[config.mk]
export PLATFORM = sky130hd
export DESIGN_NAME = intc_prio_top
export DESIGN_NICKNAME = d
export VERILOG_FILES = /design/src/rtl/intc_pkg.sv /design/src/rtl/intc_src_qual.sv /design/src/rtl/intc_psel_reg.sv /design/src/rtl/intc_mask_arb.sv /design/src/rtl/intc_prio_top.sv
export SDC_FILE = /design/constraint.sdc
export NUM_CORES = 1
export LEC_CHECK = 0
export ABC_AREA = 1
export BUFFER_PORTS_ARGS = -buffer_cell sky130_fd_sc_hd__buf_2
export CORE_UTILIZATION = 35
export DETAILED_ROUTE_END_ITERATION = 6
export HOLD_SLACK_MARGIN = 0.06
export PLACE_DENSITY_LB_ADDON = 0.08
export SLEW_MARGIN = 20
export SYNTH_ARGS = -nofsm -noshare
export SYNTH_HDL_FRONTEND = slang
export SYNTH_HIERARCHICAL = 1
export SYNTH_SLANG_ARGS = --single-unit
[constraint.sdc]
create_clock -name clk -period 2.4 [get_ports clk]
set_input_delay 0.24 -clock clk [delete_from_list [all_inputs] [get_ports clk]]
set_output_delay 0.24 -clock clk [all_outputs]
set_load 0.02 [all_outputs]
[src/rtl/intc_pkg.sv]
package intc_pkg;
  localparam logic [7:0] VEC_HI  = 8'hFF;
  localparam logic [7:0] TRAP_LO = 8'hF8;
  localparam logic [7:0] SWI_LO  = 8'hF6;
  localparam logic [7:0] XIRQ_LO = 8'hF4;
  localparam logic [7:0] IRQ_LO  = 8'hF2;

  // Maskable index 0 is the external line; index k+1 is peripheral k.
  function automatic logic [7:0] mvec_lo(input int idx);
    return IRQ_LO - 8'(2 * idx);
  endfunction
endpackage

[src/rtl/intc_src_qual.sv]
module intc_src_qual #(
  parameter int NPER = 8,
  localparam int NM  = NPER + 1
) (
  input  logic            i_mask,
  input  logic            x_mask,
  input  logic            trap_req,
  input  logic            swi_req,
  input  logic            xirq_req,
  input  logic            irq_pin,
  input  logic            irq_act_high,
  input  logic [NPER-1:0] per_flag,
  input  logic [NPER-1:0] per_en,
  output logic [2:0]      nmi_ok,
  output logic [NM-1:0]   mreq
);
  logic [NM-1:0] raw;

  assign raw[0] = (irq_pin == irq_act_high);

  for (genvar k = 0; k < NPER; k++) begin : g_per
    assign raw[k+1] = per_flag[k] & per_en[k];
  end

  assign mreq   = i_mask ? '0 : raw;
  assign nmi_ok = {trap_req, swi_req, xirq_req & ~x_mask};
endmodule

[src/rtl/intc_psel_reg.sv]
module intc_psel_reg (
  input  logic       clk,
  input  logic       rst,
  input  logic       we,
  input  logic [7:1] wbits,
  output logic [7:1] psel_q
);
  import intc_pkg::*;

  always_ff @(posedge clk) begin
    if (rst)     psel_q <= IRQ_LO[7:1];
    else if (we) psel_q <= wbits;
  end


  psel_load_chk: assert property (@(posedge clk) disable iff (rst)
    we |=> (psel_q == $past(wbits)));
endmodule

[src/rtl/intc_mask_arb.sv]
module intc_mask_arb #(
  parameter int NM = 9,
  localparam int IW = (NM > 1) ? $clog2(NM) : 1
) (
  input  logic [NM-1:0] mreq,
  input  logic [7:1]    psel,
  output logic          any,
  output logic [7:0]    vec_lo
);
  import intc_pkg::*;

  logic [NM-1:0] hit;
  logic [NM-1:0] grant;
  logic [IW-1:0] fix_idx;
  logic [IW-1:0] prom_idx;
  logic [IW-1:0] win_idx;
  logic          prom_live;

  for (genvar i = 0; i < NM; i++) begin : g_hit
    localparam logic [7:0] LO = mvec_lo(i);
    assign hit[i] = (LO[7:1] == psel);
  end

  always_comb begin
    fix_idx  = '0;
    prom_idx = '0;
    for (int k = NM - 1; k >= 0; k--) begin
      if (mreq[k]) fix_idx = IW'(k);
      if (hit[k])  prom_idx = IW'(k);
    end
  end

  assign prom_live = |(hit & mreq);
  assign any       = |mreq;
  assign win_idx   = prom_live ? prom_idx : fix_idx;
  assign vec_lo    = mvec_lo(int'(win_idx));

  always_comb begin
    grant = '0;
    if (any) grant[win_idx] = 1'b1;
  end


  always_comb begin
    grant_onehot_chk: assert ($onehot0(grant));
  end

  always_comb begin
    prom_wins_chk: assert (!prom_live || (|(grant & hit)));
  end
endmodule

[src/rtl/intc_prio_top.sv]
module intc_prio_top #(
  parameter int NPER = 8,
  localparam int NM  = NPER + 1
) (
  input  logic            clk,
  input  logic            rst,
  input  logic            i_mask,
  input  logic            x_mask,
  input  logic            trap_req,
  input  logic            swi_req,
  input  logic            xirq_req,
  input  logic            irq_pin,
  input  logic            irq_act_high,
  input  logic [NPER-1:0] per_flag,
  input  logic [NPER-1:0] per_en,
  input  logic            psel_we,
  input  logic [7:0]      psel_wdata,
  output logic            irq_pend,
  output logic [15:0]     irq_vec
);
  import intc_pkg::*;

  logic [2:0]    nmi_ok;
  logic [NM-1:0] mreq;
  logic [7:1]    psel_q;
  logic          m_any;
  logic [7:0]    m_lo;
  logic          nx_pend;
  logic [7:0]    nx_lo;
  logic          psel_unused;

  assign psel_unused = psel_wdata[0];

  intc_src_qual #(.NPER(NPER)) u_qual (
    .i_mask(i_mask), .x_mask(x_mask), .trap_req(trap_req),
    .swi_req(swi_req), .xirq_req(xirq_req), .irq_pin(irq_pin),
    .irq_act_high(irq_act_high), .per_flag(per_flag), .per_en(per_en),
    .nmi_ok(nmi_ok), .mreq(mreq)
  );

  intc_psel_reg u_psel (
    .clk(clk), .rst(rst), .we(psel_we), .wbits(psel_wdata[7:1]),
    .psel_q(psel_q)
  );

  intc_mask_arb #(.NM(NM)) u_arb (
    .mreq(mreq), .psel(psel_q), .any(m_any), .vec_lo(m_lo)
  );

  always_comb begin
    nx_pend = 1'b1;
    if      (nmi_ok[2]) nx_lo = TRAP_LO;
    else if (nmi_ok[1]) nx_lo = SWI_LO;
    else if (nmi_ok[0]) nx_lo = XIRQ_LO;
    else if (m_any)     nx_lo = m_lo;
    else begin
      nx_pend = 1'b0;
      nx_lo   = 8'h00;
    end
  end

  always_ff @(posedge clk) begin
    if (rst) begin
      irq_pend <= 1'b0;
      irq_vec  <= 16'h0000;
    end else begin
      irq_pend <= nx_pend;
      irq_vec  <= nx_pend ? {VEC_HI, nx_lo} : 16'h0000;
    end
  end


  nmi_over_mask_chk: assert property (@(posedge clk) disable iff (rst)
    (!$past(rst) && $past(trap_req)) |-> (irq_pend && irq_vec == {VEC_HI, TRAP_LO}));

  gmask_chk: assert property (@(posedge clk) disable iff (rst)
    (!$past(rst) && $past(i_mask) && !$past(trap_req || swi_req || xirq_req))
      |-> !irq_pend);

  idle_vec_chk: assert property (@(posedge clk) disable iff (rst)
    !irq_pend |-> (irq_vec == 16'h0000));

  vec_align_chk: assert property (@(posedge clk) disable iff (rst)
    irq_pend |-> (irq_vec[15:8] == VEC_HI && !irq_vec[0]));
endmodule

# Word-level counts from Yosys, hierarchy flattened
# Index checks and enable logic that the tools add are counted.
[word_totals]
ff_bits = 24
input_bits = 34
out_inout_bits = 17
[op_classes]
addsub = 1
n_eq_ne = 10
mux = 29
bitwise_logic = 13
n_reduce_logical = 5
[ops]
columns = ["op", "count"]
rows = [
  ["$mux W4", 19],
  ["$eq A7 B7 Y1 const A", 9],
  ["$mux W8", 4],
  ["$reduce_or A9 Y1", 2],
  ["$mux W16", 1],
  ["$and A1 B1 Y1", 9],
  ["$and A9 B9 Y9", 1],
  ["$mux W9", 1],
  ["$sub A5 B6 Y7 const A", 1],
  ["$reduce_or A6 Y1", 1],
  ["$mux W1", 4],
  ["$not A1 Y1", 3],
  ["$reduce_or A3 Y1", 1],
  ["$reduce_or A2 Y1", 1],
  ["$eq A1 B1 Y1", 1],
]

# Depth between registers and ports, before layout
# Gate-level depths: netlist (run 1).
[logic_depth]
word_depth = 18
ltp_mapped = 20

# Cells and area by module
# The synthesis (run 1) kept the hierarchy.
[by_module_without_submodules]
columns = ["module", "n_inst", "cells_each", "area_each_um2", "seq_area_each_um2"]
rows = [
  ["intc_mask_arb", 1, 110, 540.5, 0.0],
  ["intc_prio_top", 1, 56, 414.1, 180.2],
  ["intc_psel_reg", 1, 35, 269.0, 140.1],
  ["intc_src_qual", 1, 27, 121.4, 0.0],
]

# Least setup slack after synthesis (run 1)
# OpenSTA, ideal clock, no wires.
[synth_timing]
path_kind = "input port to flip-flop"
start = "in i_mask"
end = "reg irq_vec[4]"
t_arrival_ns = 1.625
path_slack_ns = 0.661
cell_stages = 16
cell_sequence = "buf_6 nor2_1 inv_1 o21ai_0 o21ai_2 nand2_2 nand2_1 o21ai_2 ha_1 inv_1 nand3_1 nand2_1 nand2_1 inv_1 nor2_1 nor2_1"
[synth_between]
word_cells_on_any_way = 25
cone_classes = "add/sub (1); mux (19); bitwise (2); reduce/logical (3)"
[synth_rtl]
columns = ["item", "line", "source"]
rows = [
  ["start: declaration", "intc_prio_top.sv:7", "input logic i_mask,"],
  ["$mux W9 (*)", "intc_src_qual.sv:25", "assign mreq = i_mask ? '0 : raw;"],
  ["via mreq[3]", "intc_prio_top.sv:24", "logic [NM-1:0] mreq;"],
  ["$mux W4 (4 in series)", "intc_mask_arb.sv:28", "if (mreq[k]) fix_idx = IW'(k);"],
  ["$mux W4 (*)", "intc_mask_arb.sv:35", "assign win_idx = prom_live ? prom_idx : fix_idx;"],
  ["$sub A5 B6 Y7 (*)", "intc_pkg.sv:10", "return IRQ_LO - 8'(2 * idx);"],
  ["via m_lo[4]", "intc_prio_top.sv:27", "logic [7:0] m_lo;"],
  ["$mux W8 (*)", "intc_prio_top.sv:55", "else if (m_any) nx_lo = m_lo;"],
  ["$mux W8 (*)", "intc_prio_top.sv:54", "else if (nmi_ok[0]) nx_lo = XIRQ_LO;"],
  ["$mux W8 (*)", "intc_prio_top.sv:53", "else if (nmi_ok[1]) nx_lo = SWI_LO;"],
  ["$mux W8 (*)", "intc_prio_top.sv:52", "if (nmi_ok[2]) nx_lo = TRAP_LO;"],
  ["end signal: assignment", "intc_prio_top.sv:68", "irq_vec <= nx_pend ? {VEC_HI, nx_lo} : 16'h0000;"],
  ["end: declaration", "intc_prio_top.sv:19", "output logic [15:0] irq_vec"],
]
# The timed path passes the listed nets; every way through them passes the cells marked *.
# A chain may end at the register's enable or synchronous reset.

# Worst setup path in the final report (run 1)
[layout_timing]
start = "reg u_psel/psel_q[1] (netlist bit)"
end = "reg irq_vec[4]"
[layout_between]
elab_chain_cells = 16
word_cells_on_any_way = 26
cone_classes = "add/sub (1); eq/ne (9); mux (14); bitwise (1); reduce/logical (1)"
[layout_rtl]
columns = ["item", "line", "source"]
rows = [
  ["start: declaration", "intc_psel_reg.sv:6", "output logic [7:1] psel_q"],
  ["start signal: assignment", "intc_psel_reg.sv:11", "if (rst) psel_q <= IRQ_LO[7:1];"],
  ["start signal: assignment", "intc_psel_reg.sv:12", "else if (we) psel_q <= wbits;"],
  ["$eq A7 B7 Y1", "intc_mask_arb.sv:21", "assign hit[i] = (LO[7:1] == psel);"],
  ["$mux W4 (9 in series)", "intc_mask_arb.sv:29", "if (hit[k]) prom_idx = IW'(k);"],
  ["$mux W4 (*)", "intc_mask_arb.sv:35", ""],
  ["$sub A5 B6 Y7 (*)", "intc_pkg.sv:10", ""],
  ["via m_lo[4]", "intc_prio_top.sv:27", ""],
  ["$mux W8 (*)", "intc_prio_top.sv:55", ""],
  ["$mux W8 (*)", "intc_prio_top.sv:54", ""],
  ["$mux W8 (*)", "intc_prio_top.sv:53", ""],
  ["$mux W8 (*)", "intc_prio_top.sv:52", ""],
]
# Marks and branches as above.

==> reports/metrics.cfg, run 1 <==
[detailed_routing]
wire_per_inst_um=8.751
drtPass1Iterations=4
first_iter_violations=57
antenna_left=0
via_per_inst=4.307
wirelength_um=2739
remaining_drc_errors=0
num_vias=1348

[critical_path]
cp-start-kind=register
critPathArrivalTime_ns=2.14
worstPathMaxFanout=9
critPathRequiredTime_ns=2.54
critPathCaptureType=register
crit_type=register to register

[yosys]
yosysUniqueCellTypes=22
yosysSeqAreaShare_pct=23.81
synthCells=228
synth.area.top_cells=dfxtp_1, nand2_1, nor2_1, nand3_1, inv_1
ys_seq_elements=16
netlist.area_leader.share_pct=23.81
syn_area_um2=1345
postSynthAreaPerCell_um2=5.899
synth_warnings=6
synth_top_area_cell=dfxtp_1

[cts]
postCtsResizedCells=0
post_cts_buffers=0
clock_latency_ns=0.24
cts_tree=done
cts.sinks=16
cts_hold_buf=0
cts_buffer_depth=2
numCtsBuffers=3
htree_levels=1
clk_pin_slew_ns=0.06
cts-root-buf=clkbuf_8

[die]
rows=22
core_um2=3661
pin_count=51
die-width_um=63.99
dieArea_um2=4095
start_util_pct=36.74
die_h_um=63.99

[timing]
fmax_ghz=0.5003
drv_slew=0
setup_tns_ns=0
final_hold_viol_count=0
fin_crit_ns=1.999
final-setup-viol-count=0
post-route-period-util_pct=83.28
rsz0062_at_grt=no
finClkSkew_ns=0.0004760

[final_layout]
finalCoreUtilization_pct=42.69
layout-drive-gt1-share_pct=29.43
area_growth_pct=16.19
num_antenna_cells=0
layout.nets=301

[place]
gp_congestion=0.7732
io_buffers=49
dp_hpwl_um=2245

[power]
power_uw=753.3
p_sw_share_pct=31.85
seq_power_share_pct=39.6
p_int_uw=513.4
peakVddDrop_v=0.0002978
leakage_uw=0.0009026
p_clk_share_pct=30.9
power_density_nw_per_um2=482.1
combPwrFrac_pct=29.5
power.switching_uw=239.9

[grt]
overflow=0
grt_pass1_vias=1192
antenna_found_initial=0
grt_max_degree=11
grt_pass1_wl_um=4795
grt.total_usage_pct=14.50

[job]
maxCapViolations=0

[outcome]
status=complete, no violations

[min_path]
hold_path_class=input pin to register

-- registers in the layout, summed over array words and instances (netlist names) --
| signal | count |
|---|---|
| irq_vec | 9 |
| u_psel/psel_q | 7 |
-- synthesized netlist by cell type --
library cell / n
buf_6: 4
conb_1: 2
nor2_4: 3
inv_2: 5
a22oi_1: 1
dfxtp_1: 16
nor2_2: 4
nor2_1: 39
nand3_2: 1
a21oi_1: 5
nand4_1: 4
inv_6: 1
nand2_1: 54
o21ai_2: 2
nand2_2: 9
ha_1: 1
buf_4: 14
o21ai_1: 2
a31oi_1: 2
inv_1: 32
nand3_1: 24
o21ai_0: 3
-- metrics by stage --
stage / hold slack (ns) / cells / worst slack, ns / instance area, µm²
finish: 0.1992 / 313 / 0.4014 / 1563
global route: 0.1941 / 313 / 0.08161 / 1563
CTS: 0.1938 / 313 / 0.3957 / 1563
detailed placement: 0.4525 / 309 / 0.3875 / 1508
global placement: 0.4517 / 309 / 0.3858 / 1508
floorplan: 0.3091 / 230 / 0.6612 / 1353
-- power by group through the flow --
| stage | clock network (µW) | logic (µW) | registers (µW) |
|---|---|---|---|
| after floorplan | 0 | 172 | 316 |
| after global routing | 256 | 255 | 301 |
| final | 233 | 222 | 298 |
| after CTS | 244 | 225 | 299 |
| after detailed placement | 0 | 224 | 305 |
| after global placement | 0 | 225 | 305 |
-- cells by family after synthesis --
| family | after synthesis | synth area share (%) |
|---|---|---|
| simple gates | 138 | 46.05 |
| compound gates | 15 | 6.511 |
| buf+inv | 56 | 22.14 |
| flops | 16 | 23.81 |
| fa+ha+maj | 1 | 0.9301 |
| other cells | 2 | 0.5583 |
-- worst max-delay path: stages (launching register included) --
cell and delay [ns]:
dfxtp_1 0.51, nor2_2 0.12, nand2_1 0.07, o21ai_0 0.09, o21ai_2 0.23, nand2_2 0.11
o21ai_2 0.17, ha_1 0.19, inv_1 0.04, nand3_1 0.07, nand2_1 0.05, nand2_1 0.06
inv_1 0.04, nor2_1 0.10, nor2_1 0.04
-- layout make-up --
| class | count | area [µm²] |
|---|---|---|
| timing repair buffer | 49 | 245.2 |
| tap | 48 | 60.06 |
| fill | 429 | 2098 |
| inverter | 38 | 147.6 |
| multi-input combinational | 158 | 734.5 |
| clock buffer | 4 | 55.05 |
| sequential | 16 | 320.3 |
-- layout by cell type (no fill, tap or decap), drive strengths merged --
| master | Yosys | routed |
|---|---|---|
| a21oi | 5 | 5 |
| a22oi | 1 | 1 |
| a31oi | 2 | 2 |
| buf | 18 | 49 |
| clkbuf | 0 | 4 |
| conb | 2 | 4 |
| dfxtp | 16 | 16 |
| ha | 1 | 1 |
| inv | 38 | 38 |
| nand2 | 63 | 63 |
| nand3 | 25 | 25 |
| nand4 | 4 | 4 |
| nor2 | 46 | 46 |
| o21ai | 7 | 7 |
-- final timing paths --
| kind | start | cells past startpoint | to | slack, ns |
|---|---|---|---|---|
| max | u_psel/psel_q[1] | 14 | irq_vec[4] | 0.40 |
| min | psel_wdata[5] | 3 | u_psel/psel_q[5] | 0.20 |
| max reg2reg | u_psel/psel_q[1] | 14 | irq_vec[4] | 0.40 |
| min reg2reg | u_psel/psel_q[5] | 2 | u_psel/psel_q[5] | 0.49 |
-- layer usage --
metal  track usage (%)  wire length [µm]  vias up
met5                 0                 0        -
met4             5.966                44        0
met3             1.071               109        5
met2             24.20              1182       29
met1             19.11              1403      562
li1                  -                 -      752
(Power assumes the default switching activity.)
==> run 2: changes to the inputs <==
ABC_AREA = 0   (was 1)
clock period = 1.61 ns   (was 2.4 ns; I/O delays follow)
==> run 2 against run 1 <==
  * The flow now finishes with violations (DRC, setup timing)
  * Final cell count is 28% lower
  * Fmax is 0.95% lower
  * Power is 41% higher
  * Setup slack worse by 0.81 ns
  * Synthesized cell count is 41% lower
  * Area after synthesis is 19% lower
  * Non-clock buffer count is 24 higher
  * Count of clock-buffer cells in the layout stayed put
==> reports/metrics.cfg, run 2 <==
[outcome]
status=finished, violations left
violations=DRC, setup timing

[grt]
grt.total_usage_pct=15.33  ; +0.83 points
grt_pass1_wl_um=3995  ; -17%
grt_pass1_vias=986  ; -17%
overflow=0  ; unchanged
antenna_found_initial=0  ; unchanged
grt_max_degree=17  ; +6

[final_layout]
fillerInstances=297  ; -31%
mostFrequentLayoutCell=buf_2
finalCoreUtilization_pct=52.15  ; +9.5 points
largest_reg_flops=9  ; unchanged
layout_common_cells=buf_2, buf_4, dfxtp_1, nor2_1, nand2_1
multi_input_area_um2=641.9  ; -13%
layout.nets=230  ; -24%
num_antenna_cells=0  ; unchanged
reg_top3=irq_vec: 9 flops, u_psel/psel_q: 7 flops
regMostFlops=irq_vec
layout-drive-gt1-share_pct=48.97  ; +20 points
seqCellArea_um2=322.8  ; +0.78%
area_growth_pct=36.35

[die]
die-width_um=57.83  ; -9.6%
rows=19  ; -14%
die_h_um=57.83  ; -9.6%
pin_count=51  ; unchanged
core_um2=2853  ; -22%
start_util_pct=38.25  ; +1.5 points
dieArea_um2=3344  ; -18%

[timing]
rsz0062_at_grt=yes
fin_crit_ns=2.018  ; +0.01915 ns
final.setup.worst_slack_ns=-0.4078  ; -0.8092 ns
finClkSkew_ns=0.004029  ; +0.003553 ns
fmax_ghz=0.4956  ; -0.95%
final-setup-viol-count=4  ; +4
whs_ns=0.08099  ; -0.1182 ns
final_hold_viol_count=0  ; unchanged
post-route-period-util_pct=125.3  ; +42 points
drv_slew=0  ; unchanged

[cts]
cts_hold_buf=0  ; unchanged
cts_tree=done
clk_pin_slew_ns=0.10  ; +0.04 ns
numCtsBuffers=3  ; unchanged
cts-root-buf=clkbuf_4
clock_latency_ns=0.28  ; +0.04 ns
cts_buffer_depth=2  ; unchanged
cts.sinks=16  ; unchanged
htree_levels=1  ; unchanged

[yosys]
synthCells=135  ; -41%
ys_seq_elements=16  ; unchanged
synth.area.top_cells=dfxtp_1, buf_4, mux2i_1, nor2_1, nand2_1
synth_warnings=6  ; unchanged
yosysUniqueCellTypes=35  ; +59%
postSynthAreaPerCell_um2=8.082  ; +37%
async_flop_share_pct=0  ; unchanged
syn_area_um2=1091  ; -19%
synth.most_common_cell=dfxtp_1
yosysSeqAreaShare_pct=29.36  ; +5.5 points
netlist_top_cells_count=dfxtp_1, buf_4, nor2_1
synth_top_area_cell=dfxtp_1
synth_edf_count=0  ; unchanged
netlist.area_leader.share_pct=29.36  ; +5.5 points
ys.flop_type=dfxtp_1

[power]
p_clk_share_pct=24.9  ; -6.0 points
power_uw=1059  ; +41%
combPwrFrac_pct=33.8  ; +4.3 points
power_density_nw_per_um2=712.1  ; +48%
p_int_uw=736.0  ; +43%
seq_power_share_pct=41.3  ; +1.7 points
peakVddDrop_v=0.0006139  ; +110%
power.switching_uw=323.4  ; +35%
p_sw_share_pct=30.53  ; -1.3 points
leakage_uw=0.0007741  ; -14%

[critical_path]
r2r_cells=8  ; -6
r2r-end=irq_vec[3]
rrSetupSlack_ns=-0.41  ; -0.81 ns
critPathArrivalTime_ns=2.23  ; +0.09 ns
worstPathMaxFanout=4  ; -5
critPathCaptureType=register
critPathRequiredTime_ns=1.82  ; -0.72 ns
r2r_start=u_psel/psel_q[1]
cp-start-kind=register
crit_type=register to register

[min_path]
hp-start=psel_wdata[1]
holdPathStages=2  ; -1
min_to=u_psel/psel_q[1]
hold_path_class=input pin to register

[detailed_routing]
wire_per_inst_um=11.33  ; +30%
wirelength_um=2550  ; -6.9%
drtPass1Iterations=6  ; +2
first_iter_violations=36  ; -37%
antenna_left=0  ; unchanged
num_vias=1124  ; -17%
via_per_inst=4.996  ; +16%
remaining_drc_errors=6  ; +6

[place]
pre_cts_ws_ns=-0.6353  ; -1.023 ns
dp_hpwl_um=2080  ; -7.3%
io_buffers=49  ; unchanged
gp_congestion=0.7463  ; -3.5%

[job]
maxCapViolations=0  ; unchanged

## run 2: power groups by stage
| stage | clock, µW | combinational (µW) | sequential (µW) |
|---|---|---|---|
| 2_1_floorplan | 0 | 210 | 464 |
| 3_3_place_gp | 0 | 336 | 446 |
| 3_5_place_dp | 0 | 344 | 446 |
| 4_1_cts | 273 | 350 | 438 |
| 5_1_grt | 292 | 390 | 441 |
| 6_report | 264 | 359 | 437 |
## run 2: worst max-delay path by stage
stage | slack (ns) | from | end
2_1_floorplan | -0.41 | irq_act_high | irq_vec[3]
3_3_place_gp | -0.54 | irq_act_high | irq_vec[4]
3_5_place_dp | -0.64 | irq_act_high | irq_vec[3]
4_1_cts | -0.39 | u_psel/psel_q[1] | irq_vec[3]
5_1_grt | -0.54 | u_psel/psel_q[1] | irq_vec[3]
6_report | -0.41 | u_psel/psel_q[1] | irq_vec[3]
## run 2: cell families (layout without fill, tap and decap cells)
kind of cell             Yosys count  in the layout  synth area share [%]
flip-flops                        16             16                 29.36
multiplexers                       7              7                 6.422
AND/OR/NAND/NOR                   56             56                 26.83
XOR/XNOR                           4              4                 3.212
other                              2              4                0.6883
buffers and inverters             26             83                 16.40
AO/OA/AOI/OAI                     23             23                 15.94
adder cells (fa/ha/maj)            1              1                 1.147
## run 2: per-stage QoR
stage	cells	cell area [µm²]	TNS, ns
6_report	225	1488	-1.357
2_1_floorplan	137	1104	-1.276
3_5_place_dp	221	1411	-3.058
3_3_place_gp	221	1411	-2.636
4_1_cts	225	1460	-1.503
5_1_grt	225	1488	-1.829
## run 2: metal layers
layer	global-route usage, %	vias up	share of wire (%)
met5	0	-	0
met4	3.741	0	1.7
met3	4.911	6	7.5
met2	25.94	44	44
met1	18.87	506	46
li1	-	568	-
## run 2: timing repair
action	CTS	global route
setup buffers	0	0
setup endpoints to repair	4	8
pin swaps	1	0
gates resized for setup	4	6
## run 2: critical path: stages (launching register included)
cell,delay [ns]
dfxtp_2,0.35
mux2i_1,0.11
o32a_1,0.29
or3_4,0.34
nand2_2,0.11
a32oi_2,0.12
ha_2,0.33
nand4bb_1,0.10
a21oi_1,0.18
## run 2: final cells by class
| class | count | area share, % |
|---|---|---|
| Multi-Input combinational cell | 95 | 43.15 |
| Timing Repair Buffer | 73 | 28.60 |
| Sequential cell | 16 | 21.70 |
| Tap cell | 31 | 2.607 |
| Clock buffer | 4 | 2.439 |
| Inverter | 6 | 1.514 |
